### src/rtl/sfmt_pkg.sv
package sfmt_pkg;
   // Fixed subframe bit positions the neighbour decoder delivers
   localparam int unsigned SF_W      = 32;
   localparam int unsigned AUD_LSB   = 4;
   localparam int unsigned VALID_POS = 28;
   localparam int unsigned CSTAT_POS = 30;
   localparam int unsigned PAR_POS   = 31;

   typedef enum logic {
      MODE_NARROW = 1'b0,
      MODE_WIDE   = 1'b1
   } sfmt_mode_e;

   typedef struct packed {
      logic parity_bad;
      logic valid_bad;
      logic cstat;
   } sfmt_flags_t;
endpackage

### src/rtl/sfmt_field_sel.sv
module sfmt_field_sel
   import sfmt_pkg::*;
#(
   parameter int unsigned WORD_W   = 32,
   parameter int unsigned AUD_W    = 24,
   parameter int unsigned NARROW_W = 16,
   parameter bit          MASK_EN  = 1'b1
) (
   input  logic [SF_W-1:0]     sf_data,
   input  logic [AUD_W-1:0]    mask,
   output logic [WORD_W-1:0]   wide_word,
   output logic [NARROW_W-1:0] narrow_smp,
   output sfmt_flags_t         flags
);
   localparam int unsigned AUD_MSB = AUD_LSB + AUD_W - 1;
   localparam int unsigned PAD_W   = WORD_W - AUD_W;
   localparam int unsigned NAR_LSB = AUD_MSB - NARROW_W + 1;

   if (AUD_MSB >= VALID_POS) begin : g_chk_aud
      $error("audio field overlaps the flag bits");
   end
   if (NARROW_W > AUD_W) begin : g_chk_nar
      $error("narrow sample wider than audio field");
   end
   if (WORD_W <= AUD_W) begin : g_chk_word
      $error("word must be wider than audio field");
   end

   logic [AUD_W-1:0] raw_smp;
   logic [AUD_W-1:0] kept_smp;

   assign raw_smp = sf_data[AUD_MSB:AUD_LSB];

   if (MASK_EN) begin : g_mask
      assign kept_smp = raw_smp & mask;
   end else begin : g_nomask
      logic unused_mask;
      assign unused_mask = ^mask;
      assign kept_smp    = raw_smp;
   end

   assign wide_word  = {kept_smp, {PAD_W{1'b0}}};
   assign narrow_smp = sf_data[AUD_MSB:NAR_LSB];

   // even parity spans everything from the audio LSB to the parity bit
   assign flags.parity_bad = ^sf_data[PAR_POS:AUD_LSB];
   assign flags.valid_bad  = sf_data[VALID_POS];
   assign flags.cstat      = sf_data[CSTAT_POS];

   logic unused_bits;
   assign unused_bits = ^{sf_data[AUD_LSB-1:0], sf_data[SF_W-1:AUD_MSB+1]};
endmodule

### src/rtl/sfmt_packer.sv
module sfmt_packer
   import sfmt_pkg::*;
#(
   parameter int unsigned WORD_W   = 32,
   parameter int unsigned NARROW_W = 16,
   parameter bit          RST_WIDE = 1'b1
) (
   input  logic                clk,
   input  logic                rst_n,
   input  logic                sf_valid,
   input  logic                sf_first,
   input  logic                sf_block_start,
   input  logic                cfg_wide,
   input  logic [WORD_W-1:0]   wide_word,
   input  logic [NARROW_W-1:0] narrow_smp,
   output logic                out_valid,
   output logic [WORD_W-1:0]   out_word,
   output sfmt_mode_e          active_mode,
   output logic                eff_wide,
   output logic                word_wide
);
   localparam int unsigned PAIR_W = 2 * NARROW_W;

   if (PAIR_W > WORD_W) begin : g_chk_pair
      $error("two narrow samples do not fit one word");
   end

   sfmt_mode_e          mode_q;
   logic                pend_q, pend_n;
   logic [NARROW_W-1:0] low_q, low_n;
   logic                ov_n;
   logic [WORD_W-1:0]   ow_n;
   logic [WORD_W-1:0]   pair_word;
   logic                start;

   assign start    = sf_valid && sf_block_start;
   assign eff_wide = start ? cfg_wide : (mode_q == MODE_WIDE);

   if (PAIR_W == WORD_W) begin : g_pair_full
      assign pair_word = {narrow_smp, low_q};
   end else begin : g_pair_pad
      assign pair_word = {{(WORD_W-PAIR_W){1'b0}}, narrow_smp, low_q};
   end

   always_comb begin
      ov_n   = 1'b0;
      ow_n   = out_word;
      pend_n = start ? 1'b0 : pend_q;
      low_n  = low_q;
      if (sf_valid) begin
         if (eff_wide) begin
            ov_n = 1'b1;
            ow_n = wide_word;
         end else if (sf_first) begin
            pend_n = 1'b1;
            low_n  = narrow_smp;
         end else if (pend_n) begin
            ov_n   = 1'b1;
            ow_n   = pair_word;
            pend_n = 1'b0;
         end
      end
   end

   always_ff @(posedge clk or negedge rst_n) begin
      if (!rst_n) begin
         mode_q    <= RST_WIDE ? MODE_WIDE : MODE_NARROW;
         pend_q    <= 1'b0;
         low_q     <= '0;
         out_valid <= 1'b0;
         out_word  <= '0;
         word_wide <= RST_WIDE;
      end else begin
         if (start) begin
            mode_q <= cfg_wide ? MODE_WIDE : MODE_NARROW;
         end
         pend_q    <= pend_n;
         low_q     <= low_n;
         out_valid <= ov_n;
         out_word  <= ow_n;
         if (ov_n) begin
            word_wide <= eff_wide;
         end
      end
   end

   assign active_mode = mode_q;
endmodule

### src/rtl/sfmt_status.sv
module sfmt_status
   import sfmt_pkg::*;
#(
   parameter int unsigned FRAMES = 192,
   parameter int unsigned CS_W   = 32
) (
   input  logic            clk,
   input  logic            rst_n,
   input  logic            sf_valid,
   input  logic            sf_first,
   input  logic            sf_block_start,
   input  sfmt_flags_t     flags,
   input  logic            clr_parity,
   input  logic            clr_invalid,
   output logic            sts_parity_err,
   output logic            sts_invalid,
   output logic [CS_W-1:0] cs_word
);
   localparam int unsigned CNT_W = $clog2(FRAMES + 1);
   localparam int unsigned IDX_W = (CS_W > 1) ? $clog2(CS_W) : 1;

   if (CS_W > FRAMES) begin : g_chk_cs
      $error("published status wider than one block");
   end

   logic [CS_W-1:0]  coll_q, coll_n;
   logic [CNT_W-1:0] cnt_q, cnt_n, cnt_base;
   logic             start;

   assign start = sf_valid && sf_block_start;

   always_comb begin
      coll_n   = start ? '0 : coll_q;
      cnt_base = start ? '0 : cnt_q;
      cnt_n    = cnt_base;
      if (sf_valid && sf_first) begin
         if (cnt_base < CNT_W'(CS_W)) begin
            coll_n[cnt_base[IDX_W-1:0]] = flags.cstat;
         end
         if (cnt_base < CNT_W'(FRAMES)) begin
            cnt_n = cnt_base + CNT_W'(1);
         end
      end
   end

   always_ff @(posedge clk or negedge rst_n) begin
      if (!rst_n) begin
         sts_parity_err <= 1'b0;
         sts_invalid    <= 1'b0;
         coll_q         <= '0;
         cnt_q          <= '0;
         cs_word        <= '0;
      end else begin
         sts_parity_err <= (sts_parity_err & ~clr_parity) | (sf_valid & flags.parity_bad);
         sts_invalid    <= (sts_invalid & ~clr_invalid) | (sf_valid & flags.valid_bad);
         coll_q         <= coll_n;
         cnt_q          <= cnt_n;
         if (start) begin
            cs_word <= coll_q;
         end
      end
   end
endmodule

### src/rtl/sfmt_formatter.sv
module sfmt_formatter
   import sfmt_pkg::*;
#(
   parameter int unsigned WORD_W   = 32,
   parameter int unsigned AUD_W    = 24,
   parameter int unsigned NARROW_W = 16,
   parameter int unsigned FRAMES   = 192,
   parameter int unsigned CS_W     = 32,
   parameter bit          MASK_EN  = 1'b1,
   parameter bit          RST_WIDE = 1'b1
) (
   input  logic              clk,
   input  logic              rst_n,
   input  logic              sf_valid,
   input  logic [SF_W-1:0]   sf_data,
   input  logic              sf_first,
   input  logic              sf_block_start,
   input  logic              cfg_wide,
   input  logic [AUD_W-1:0]  cfg_mask,
   input  logic              clr_parity,
   input  logic              clr_invalid,
   output logic              out_valid,
   output logic [WORD_W-1:0] out_word,
   output logic              sts_parity_err,
   output logic              sts_invalid,
   output logic [CS_W-1:0]   cs_word
);
   logic [WORD_W-1:0]   wide_word;
   logic [NARROW_W-1:0] narrow_smp;
   sfmt_flags_t         flags;
   sfmt_mode_e          active_mode;
   logic                eff_wide;
   logic                word_wide;

   sfmt_field_sel #(
      .WORD_W  (WORD_W),
      .AUD_W   (AUD_W),
      .NARROW_W(NARROW_W),
      .MASK_EN (MASK_EN)
   ) u_sel (
      .sf_data   (sf_data),
      .mask      (cfg_mask),
      .wide_word (wide_word),
      .narrow_smp(narrow_smp),
      .flags     (flags)
   );

   sfmt_packer #(
      .WORD_W  (WORD_W),
      .NARROW_W(NARROW_W),
      .RST_WIDE(RST_WIDE)
   ) u_pack (
      .clk           (clk),
      .rst_n         (rst_n),
      .sf_valid      (sf_valid),
      .sf_first      (sf_first),
      .sf_block_start(sf_block_start),
      .cfg_wide      (cfg_wide),
      .wide_word     (wide_word),
      .narrow_smp    (narrow_smp),
      .out_valid     (out_valid),
      .out_word      (out_word),
      .active_mode   (active_mode),
      .eff_wide      (eff_wide),
      .word_wide     (word_wide)
   );

   sfmt_status #(
      .FRAMES(FRAMES),
      .CS_W  (CS_W)
   ) u_sts (
      .clk           (clk),
      .rst_n         (rst_n),
      .sf_valid      (sf_valid),
      .sf_first      (sf_first),
      .sf_block_start(sf_block_start),
      .flags         (flags),
      .clr_parity    (clr_parity),
      .clr_invalid   (clr_invalid),
      .sts_parity_err(sts_parity_err),
      .sts_invalid   (sts_invalid),
      .cs_word       (cs_word)
   );
endmodule

### config.mk
export PLATFORM = sky130hd
export DESIGN_NAME = sfmt_formatter
export DESIGN_NICKNAME = d
export VERILOG_FILES = /design/src/rtl/sfmt_pkg.sv /design/src/rtl/sfmt_field_sel.sv /design/src/rtl/sfmt_packer.sv /design/src/rtl/sfmt_status.sv /design/src/rtl/sfmt_formatter.sv
export SDC_FILE = /design/constraint.sdc
export NUM_CORES = 1
export LEC_CHECK = 0
export ABC_AREA = 1
export BUFFER_PORTS_ARGS = -buffer_cell sky130_fd_sc_hd__buf_2
export CAP_MARGIN = 40
export CORE_ASPECT_RATIO = 1.4
export CORE_MARGIN = 2
export CORE_UTILIZATION = 54
export DETAILED_ROUTE_END_ITERATION = 7
export PLACE_DENSITY = 0.8
export SLEW_MARGIN = 20
export SYNTH_ARGS = -nofsm -noshare
export SYNTH_HDL_FRONTEND = slang
export SYNTH_SLANG_ARGS = --single-unit
### constraint.sdc
create_clock -name clk -period 2.05 [get_ports clk]
set_clock_uncertainty 0.15 [all_clocks]
set_input_delay 0.1025 -clock clk [delete_from_list [all_inputs] [get_ports clk]]
set_output_delay 0.1025 -clock clk [all_outputs]
set_load 0.02 [all_outputs]
**Word level (Yosys, flattened, before mapping)**

Cells that the tools add are included.

- Input bits: 64
- Output and inout bits: 67
- Logic and storage cells: 55
- Flip-flop bits (word level): 125

- Order comparisons: 4
- Reductions and logical operators: 7
- Bitwise logic cells: 10
- Eq/ne operators: 1
- Multiplexer cells: 22
- Add/subtract/negate cells: 1

Operators with widths:

| cell | number |
|---|---|
| 32-bit 2-to-1 mux | 6 |
| 32-bit bitwise mux | 1 |
| 28-bit XOR reduction | 1 |
| 24-bit AND | 1 |
| 8-bit 2-to-1 mux | 3 |
| 1-bit 2-to-1 mux | 11 |
| 8-bit by 1-bit adder with 8-bit output, second input constant | 1 |
| 8-bit by 6-bit less-than comparator with 1-bit output, second input constant | 1 |
| 8-bit less-than comparator, second input constant | 1 |
| 5-bit by 6-bit less-than comparator with 1-bit output, second input constant | 1 |
| 3-bit AND reduction | 2 |
| 1-bit demux with 5-bit select | 1 |
| 5-bit by 1-bit >= comparator with 1-bit output, second input constant | 1 |
| 1-bit AND | 4 |
| 1-bit logical AND | 3 |
| 1-bit inverter | 3 |
| 2-bit by 1-bit inequality test with 1-bit output, second input constant | 1 |
| 1-bit OR | 2 |
| 2-bit nonzero test | 1 |

**Depth between registers and ports, before layout**

Gate-level depths: netlist of run 1.

- Word-level depth: 9
- Gate-level depth with buffers: 13
- Gate-level depth less buffers: 13

**By module**

From an unflattened synthesis of run 1, not the netlist that was laid out.

- Cells, all modules: 1,005
- Area, all modules: 7,205.7 um^2

Modules (own cells, without submodules):

| module | cells each | seq. area each (um^2) | area an instance (um^2) | instances |
|---|---|---|---|---|
| sfmt_status | 439 | 1,851.8 | 3,503.4 | 1 |
| sfmt_packer | 340 | 1,303.8 | 2,681.3 | 1 |
| sfmt_field_sel | 226 | 0.0 | 1,021.0 | 1 |

**Least setup slack after synthesis of run 1**

Ideal clock, no wire load.

- Kind: register to register
- Start point: register u_sts.cnt_q[6]
- End point: register u_sts.coll_q[25]
- Setup time: 0.123 ns
- Data arrival time: 1.206 ns
- Stages on the path, launching flop included: 7
- Required time: 1.777 ns
- Buffers on the path: 0
- Clock period less this slack: 1.479 ns
- Setup slack: 0.571 ns
- Cell sequence: dfrtp_1 o21ai_2 nand2_2 nor3_4 inv_2 o31ai_1 inv_1

- Longest elaborated chain between the ends: 4

RTL lines:

| element | line | source |
|---|---|---|
| start: declaration | sfmt_status.sv:27 | `logic [CNT_W-1:0] cnt_q, cnt_n, cnt_base;` |
| start signal: assignment | sfmt_status.sv:57 | `cnt_q <= cnt_n;` |
| 8-bit 2-to-1 mux | sfmt_status.sv:34 | `cnt_base = start ? '0 : cnt_q;` |
| 8-bit by 6-bit less-than comparator with 1-bit output | sfmt_status.sv:37 | `if (cnt_base < CNT_W'(CS_W)) begin` |
| 32-bit 2-to-1 mux | sfmt_status.sv:37 |  |
| 32-bit 2-to-1 mux | sfmt_status.sv:36 | `if (sf_valid && sf_first) begin` |
| via u_sts.coll_n[25] | sfmt_status.sv:26 | `logic [CS_W-1:0] coll_q, coll_n;` |
| end signal: assignment | sfmt_status.sv:56 | `coll_q <= coll_n;` |
| end: declaration | sfmt_status.sv:26 |  |

The timed path passes the listed nets, and every way through them passes these cells.
A chain may end at the register's enable or synchronous reset.

**Final worst setup path of run 1**

- Start point: input port sf_data[12]
- End point: register u_sts.sts_parity_err

- Longest elaborated chain between the ends: 3

RTL lines:

| element | line | source |
|---|---|---|
| start: declaration | sfmt_formatter.sv:15 | `input logic [SF_W-1:0] sf_data,` |
| 28-bit XOR reduction | sfmt_field_sel.sv:46 | `assign flags.parity_bad = ^sf_data[PAR_POS:AUD_LSB];` |
| 1-bit AND | sfmt_status.sv:54 | `sts_parity_err <= (sts_parity_err & ~clr_parity) \| (sf_valid & flags.parity_bad);` |
| 1-bit OR | sfmt_status.sv:54 |  |
| end signal: assignment | sfmt_status.sv:54 |  |
| end: declaration | sfmt_status.sv:15 | `output logic sts_parity_err,` |

Every way passes these cells.

==> results of run 1 <==
[flip-flops by register name, indices dropped and copies added (netlist names)]
name / count
u_pack.out_word: 32
u_sts.coll_q: 32
u_sts.cs_word: 32
u_pack.low_q: 16
u_sts.cnt_q: 8
u_pack.active_mode: 1
u_pack.out_valid: 1
u_pack.pend_q: 1
u_sts.sts_invalid: 1
u_sts.sts_parity_err: 1
[layer usage]
layer,vias to the layer above,part of all wire,GRT usage,routed length [um]
li1,2613,-,-,-
met1,2775,0.32,0.310,6170
met2,445,0.52,0.540,9920
met3,130,0.086,0.0772,1630
met4,0,0.071,0.193,1360
met5,-,0,0,0
[logic make-up (layout without fill, tap and decap cells)]
logic type,after synthesis,in the layout,synth area share
AO/OA/AOI/OAI,112,112,0.111
AND/OR/NAND/NOR,337,337,0.245
XOR/XNOR,21,21,0.0317
multiplexers,8,8,0.0155
buffers and inverters,82,283,0.0586
flip-flops,125,125,0.539
[cells in the final DEF (no fill, tap or decap), types with 2 or more instances in the layout]
master and instances:
a21oi_1 7, nand2_1 234, xor2_2 2, bufinv_16 2, nand2_2 12, clkbuf_8 2, xor2_1 8, clkbuf_16 17
clkinvlp_4 9, dfrtp_1 124, buf_12 2, dlymetal6s4s_1 3, buf_6 6, dlygate4sd3_1 57, buf_4 9, nor2_2 3
o21ai_1 6, inv_2 6, mux2_2 3, xor2_4 2, o31ai_1 3, a31oi_1 8, mux2_1 5, inv_6 2
buf_2 119, xnor2_1 6, nand2_4 2, nor2_4 4, nand3_1 55, inv_1 47, nor2_1 20, o21ai_0 65
nor3_1 3, o22ai_1 4, xnor2_4 2, o211ai_1 16
[worst min-delay path: stages]
cell      delay (ps)
buf_2            130
o211ai_1         100
nand2_1           60
[report_power, final]
group | total, W | internal [W] | leakage [nW] | switching (W)
Combinational | 0.00138 | 0.000483 | 2.25 | 0.000894
Clock | 0.00299 | 0.00185 | 0.262 | 0.00114
Sequential | 0.00286 | 0.00271 | 1.66 | 0.000151
[through the flow]
| step | instance area (um2) | util | cells | hold WS (ps) |
|---|---|---|---|---|
| 6_report | 7950 | 0.764 | 1024 | -145 |
| 5_1_grt | 7950 | 0.764 | 1024 | -146 |
| 4_1_cts | 7760 | 0.746 | 1023 | 15.0 |
| 3_5_place_dp | 6580 | 0.632 | 932 | -32.3 |
| 3_3_place_gp | 6580 | 0.632 | 932 | -38.7 |
| 2_1_floorplan | 5810 | - | 685 | -343 |
[worst min path at each step]
stage / startpoint / end / slack [ps]
after global placement: rst_n / u_sts.cs_word[6]$_DFFE_PN0P_ / -40
after CTS: cfg_wide / u_pack.active_mode$_DFFE_PN1P_ / 20
after global routing: sf_data[15] / u_pack.out_word[19]$_DFFE_PN0P_ / -150
after floorplan: rst_n / u_pack.low_q[0]$_DFFE_PN0P_ / -340
after detailed placement: rst_n / u_sts.cs_word[3]$_DFFE_PN0P_ / -30
final: sf_data[15] / u_pack.out_word[19]$_DFFE_PN0P_ / -150
[final cells by class]
| type | count | area [um2] |
|---|---|---|
| Sequential cell | 125 | 3130 |
| Multi-Input combinational cell | 478 | 2460 |
| Fill cell | 633 | 2450 |
| Timing Repair Buffer | 196 | 1380 |
| Clock buffer | 19 | 453 |
| Inverter | 55 | 214 |
| Tap cell | 138 | 173 |
| Clock inverter | 13 | 141 |
[what timing repair did]
| action | in CTS | in global routing |
|---|---|---|
| hold endpoints to repair | 181 | 4 |
| endpoints found under the setup margin | 0 | 22 |
| hold buffers | 59 | 3 |
| gates resized for setup | 0 | 43 |
==> results.md, run 1 <==
- Measured slew at the worst slew-check pin: 649 ps
- Clock Tree Buf Depth: 2
- Most used cell, CP: nand2_1
- Leakage: 4.17 nW
- Cells after synthesis: 685
- HP Class: input port to flop
- Startpoint Class: input port
- Design Power: 0.00723 W
- Post-route DRC violation count: 0
- Worst-Skew Late Latency: 430 ps
- Critical Path End: u_sts.sts_parity_err$_DFF_PN0_
- MaxCap Viol Count: 0
- Crit path time final: 2190 ps
- Yosys top cell area share: 0.534
- HPWL Detailed: 9.79 mm
- PwrDens: around 910 mW/mm2
- RSZ-0062 raised after global routing: true
- P&R area growth vs syn: 37.0%
- Initial DRC Count: 604
- Syn_nets: 749
- Min-Delay Path Depth: 3
- Synth warnings: 0
- Critical path class: input port to flop
- Minimum setup slack among reg-to-reg paths: between 150 and 200 ps
- CTS HTree Levels: 4
- R2R Path End: u_pack.out_word[12]$_DFFE_PN0P_
- Reg2Reg Launch Point: u_pack.active_mode$_DFFE_PN1P_
- Outcome: complete, but fails checks
- Pins Over Slew Limit: 0
- Chip height: 127 um
- Worst path cell trace: dlygate4sd3_1 > buf_6 > inv_4 > nand2_1 > nand2_1 > nand2_1 > nand2_1 > nand2_1 > nand2_2 > nand2_1 > nand2_1 > nand2_1 > nand3_1 > nand2_1 > dlygate4sd3_1
- Total congestion overflow: 0
- Synth cell types: 36
- Slowest cell delay on critical path: approximately 550 ps
- # setup viols final: 1
- Leading area contributor after synthesis: dfrtp_1
- Synth async-reset ratio: 1.00
- Cell family with most CP delay: buffers and inverters
- Final hold vios: 1
- Req. time, crit path: 2200 ps
- Wire per inst: 18.6 um
- CORE AREA: between 0.01 and 0.015 mm2
- Worst R2R Path Depth: 5
- Failing checks: hold timing, setup timing
- IO Count: 131
- CP max FO: 4
- DP Worst Slack: 195 ps
- Port Buf Inserts: 126
- DRT Pass-1 Iters: 5
- EDFF count, synth: 0
- Critical Path Stages: 15
- First-pass GRT wire length: between 20 and 30 mm
- Slew headroom: 0.567
- Vias in the first global route: approximately 5.9k
- Total number of vias: 5963
- Post-Syn Area: 0.00581 mm2
- Register area share after synthesis: 0.539
- Layout cells sized above 1: 0.240
- # diodes: 0
- CP startpoint: sf_data[12]
- Post-CTS Setup Repair Bufs: 0
- Setup slack after layout: -137 ps
- Top cell types by occurrence after synthesis: nand2_1 (244), dfrtp_1 (124), o21ai_0 (65)
- Clk slew on worst S/H paths: around 60 ps
- Synth top area cells: dfrtp_1 (53%), nand2_1 (16%), o21ai_0 (5.6%), nand3_1 (4.7%), inv_1 (3.2%)
- Die ar.: 0.0116 mm2
- FMAX: between 0.4 and 0.5 GHz
- Wirelength, routed: about 19 mm
- Largest net degree at the start of global routing: 51
- Setup TNS Final: -137 ps
- CTS buffer count: 17
- Total GRT Usage: 0.302
- Slowest cell on crit path: dlygate4sd3_1
- Initial antenna violation count: 0
- Vias per inst: 5.82
- Yosys reg bits: between 100 and 150
- Clk sinks: 125
- Count leader, synth: nand2_1
- Post-synthesis area per instance: 8.48 um2
- Initial Util: 0.558
- Post-route ant nets: 0
- Fin Hold WS: -145 ps
- Fin crit share: 1.07
- Num rows: 44
- CP Buf/Inv Count: 4
- DIE WIDTH: 91.6 um
- CTS root buf: clkbuf_16
- Peak VDD IR: 0.726 mV
- Arrival @ worst endpoint: roughly 2300 ps
- Predominant post-synthesis flop cell: dfrtp_1
- Total Nets Final: around 940
- CP Capture Type: flop
- Global placer's final weighted congestion: approximately 0.85
- CTS tree: yes
Note: power is estimated with default switching activity, not from simulation.
==> inputs of run 2 (changes only) <==
--- a/config.mk
+++ b/config.mk
@@ -13,6 +13,7 @@
 export CORE_UTILIZATION = 54
 export DETAILED_ROUTE_END_ITERATION = 7
 export PLACE_DENSITY = 0.8
+export REMOVE_ABC_BUFFERS = 1
 export SLEW_MARGIN = 20
 export SYNTH_ARGS = -nofsm -noshare
 export SYNTH_HDL_FRONTEND = slang
==> run 2 against run 1 <==
  * The flow finishes with violations (setup timing)
  * Worst setup slack better by 110 ps
  * Sequential power hardly changed
  * Count of clock-buffer cells in the layout unchanged
  * Register-to-register slack got worse by 60 ps
  * Die area unchanged
  * Global-route usage increased by 0.32 points
  * Critical path depth fell by 6
  * Utilization up 1.2 points
  * Critical endpoint is now u_pack.out_word[10]$_DFFE_PN0P_
  * Largest power group unchanged
  * Highest routed layer unchanged
==> results.md, run 2 (same netlist as run 1, synthesis figures left out) <==
- Outcome: complete, but fails checks
- Failing checks: setup timing
- Min-Delay Path Depth: 4
- Startpoint Class: input port
- Global placer's final weighted congestion: 0.838
- Net Sw Frac: 0.295
- HP Class: input port to flop
- PwrDens: between 900 and 1000 mW/mm2
- Num rows: 44
- Critical path class: input port to flop
- FMAX: roughly 0.48 GHz
- Initial DRC Count: around 460
- Met3 global-route usage: 0.0802
- Clock share of power: 0.445
- Finished Cell Area: 0.00808 mm2
- # setup viols final: 1
- Combinational share of power: 0.182
- Largest registers: u_pack.out_word (32), u_sts.coll_q (32), u_sts.cs_word (32)
- Initial Util: 0.558
- Port Buf Inserts: 126
- Grt met1 use: 0.341
- Fin Hold WS: 2.30 ps
- CTS HTree Levels: 4
- P_int: 0.00542 W
- Fin crit share: 1.01
- # diodes: 0
- Slowest cell on crit path: dlygate4sd3_1
- CP Capture Type: flop
- Req. time, crit path: 2220 ps
- Arrival @ worst endpoint: 2240 ps
- Die ar.: 0.0116 mm2
- Wirelength, routed: 18.8 mm
- Design Power: ~0.0077 W
- Vias per inst: ~5.8
- Post-route ant nets: 0
- IO Count: roughly 130
- Initial antenna violation count: 0
- Final hold vios: 0
- CP max FO: 11
- Share of power burned in registers: 0.373
- Slowest cell delay on critical path: approximately 570 ps
- Total number of vias: 5930
- Most used cell, CP: dlygate4sd3_1
- CORE AREA: 0.0104 mm2
- Chip height: 127 um
- Commonest non-fill, non-tap cell in the layout: nand2_1
- Worst R2R Path Depth: 5
- RSZ-0062 raised after global routing: true
- DRT Pass-1 Iters: 6
- Slew headroom: 0.564
- NetSw: 0.00227 W
- First-pass GRT wire length: 28.1 mm
- Clock Tree Buf Depth: 2
- Pins Over Slew Limit: 0
- Vias in the first global route: 6001
- HPWL Detailed: 9.50 mm
- Total Nets Final: 943
- Peak VDD IR: ~0.72 mV
- Most frequent cells in the layout: nand2_1 (234), dfrtp_1 (124), buf_2 (117), o21ai_0 (65), dlygate4sd3_1 (57)
- Largest net degree at the start of global routing: 65
- Setup slack after layout: -25.2 ps
- Layout cells sized above 1: 0.246
- Worst path cell trace: dlygate4sd3_1 > buf_2 > nand2_4 > or2_1 > o21ai_4 > inv_6 > nand3_1 > dlygate4sd3_1 > a31oi_1
- DP Worst Slack: roughly 200 ps
- DIE WIDTH: 91.6 um
- Met2 track demand over resource: 0.525
- Busiest grt layer: met2
- Total GRT Usage: 0.305
- CTS tree: yes
- MaxCap Viol Count: 0
- Clk sinks: 125
- P&R area growth vs syn: 39.2%
- Worst-Skew Late Latency: approximately 430 ps
- Post-route DRC violation count: 0
- Area post-placement: ~0.0066 mm2
- Clk slew on worst S/H paths: 60 ps
- Measured slew at the worst slew-check pin: 653 ps
- CTS root buf: clkbuf_16
- Wire per inst: 18.3 um
- Total congestion overflow: 0
- CTS buffer count: 17
- Leakage: 4.27 nW
- Crit path time final: 2080 ps
[run 2: repair_timing]
action	in CTS	in global routing
resized for setup	0	46
setup buffers	0	3
setup endpoints to repair	0	18
hold buffers	62	1
endpoints found under the hold margin	167	1
[run 2: power by group through the flow]
| stage | clock [W] | sequential [W] | combinational (W) |
|---|---|---|---|
| global route | 0.00355 | 0.00288 | 0.00149 |
| floorplan | 0 | 0.00301 | 0.000512 |
| global placement | 0 | 0.00285 | 0.00106 |
| CTS | 0.00338 | 0.00283 | 0.00121 |
| detailed placement | 0 | 0.00286 | 0.00111 |
| finish | 0.00342 | 0.00287 | 0.00140 |
[run 2: path summary, 6_finish.rpt]
check / start / endpoint / slack [ps]
max in group asynchronous: rst_n / u_pack.active_mode$_DFFE_PN1P_ / 900
min in group asynchronous: rst_n / u_sts.sts_invalid$_DFF_PN0_ / 40
worst max-delay path: sf_block_start / u_pack.out_word[10]$_DFFE_PN0P_ / -30
worst min-delay path: sf_valid / u_sts.cnt_q[0]$_DFF_PN0_ / 2
worst min register to register: u_sts.cs_word[6]$_DFFE_PN0P_ / u_sts.cs_word[6]$_DFFE_PN0P_ / 320
worst max register to register: u_pack.active_mode$_DFFE_PN1P_ / u_pack.out_word[10]$_DFFE_PN0P_ / 100
[run 2: cell type report]
type                    instances  area (um2)
clock inverters                13         213
inverters                      55         211
flip-flops and latches        125        3130
clock buffers                  19         453
multi-input cells             478        2480
repair buffers                202        1420
fillers                       631        2320
well taps                     138         173
[run 2: worst max-delay path: cells and delay by family]
family / cells / cell delay, ps
AOI/OAI and AO/OA: 2 / 340
and+or+nand+nor: 3 / 380
buffers and inverters: 4 / 1400
[run 2: per-layer routing]
metal,routed length (um),up-vias,share of wire
met2,9620,382,0.51
li1,-,2610,-
met1,6690,2832,0.36
met3,1470,106,0.078
met5,0,-,0
met4,1030,0,0.055
[run 2: per-stage QoR]
stage           util  std cells  setup TNS [ps]
3_3_place_gp   0.633        935               0
3_5_place_dp   0.633        935               0
4_1_cts        0.757       1029               0
2_1_floorplan      -        658          -37760
5_1_grt        0.777       1030           -89.5
6_report       0.777       1030           -25.2
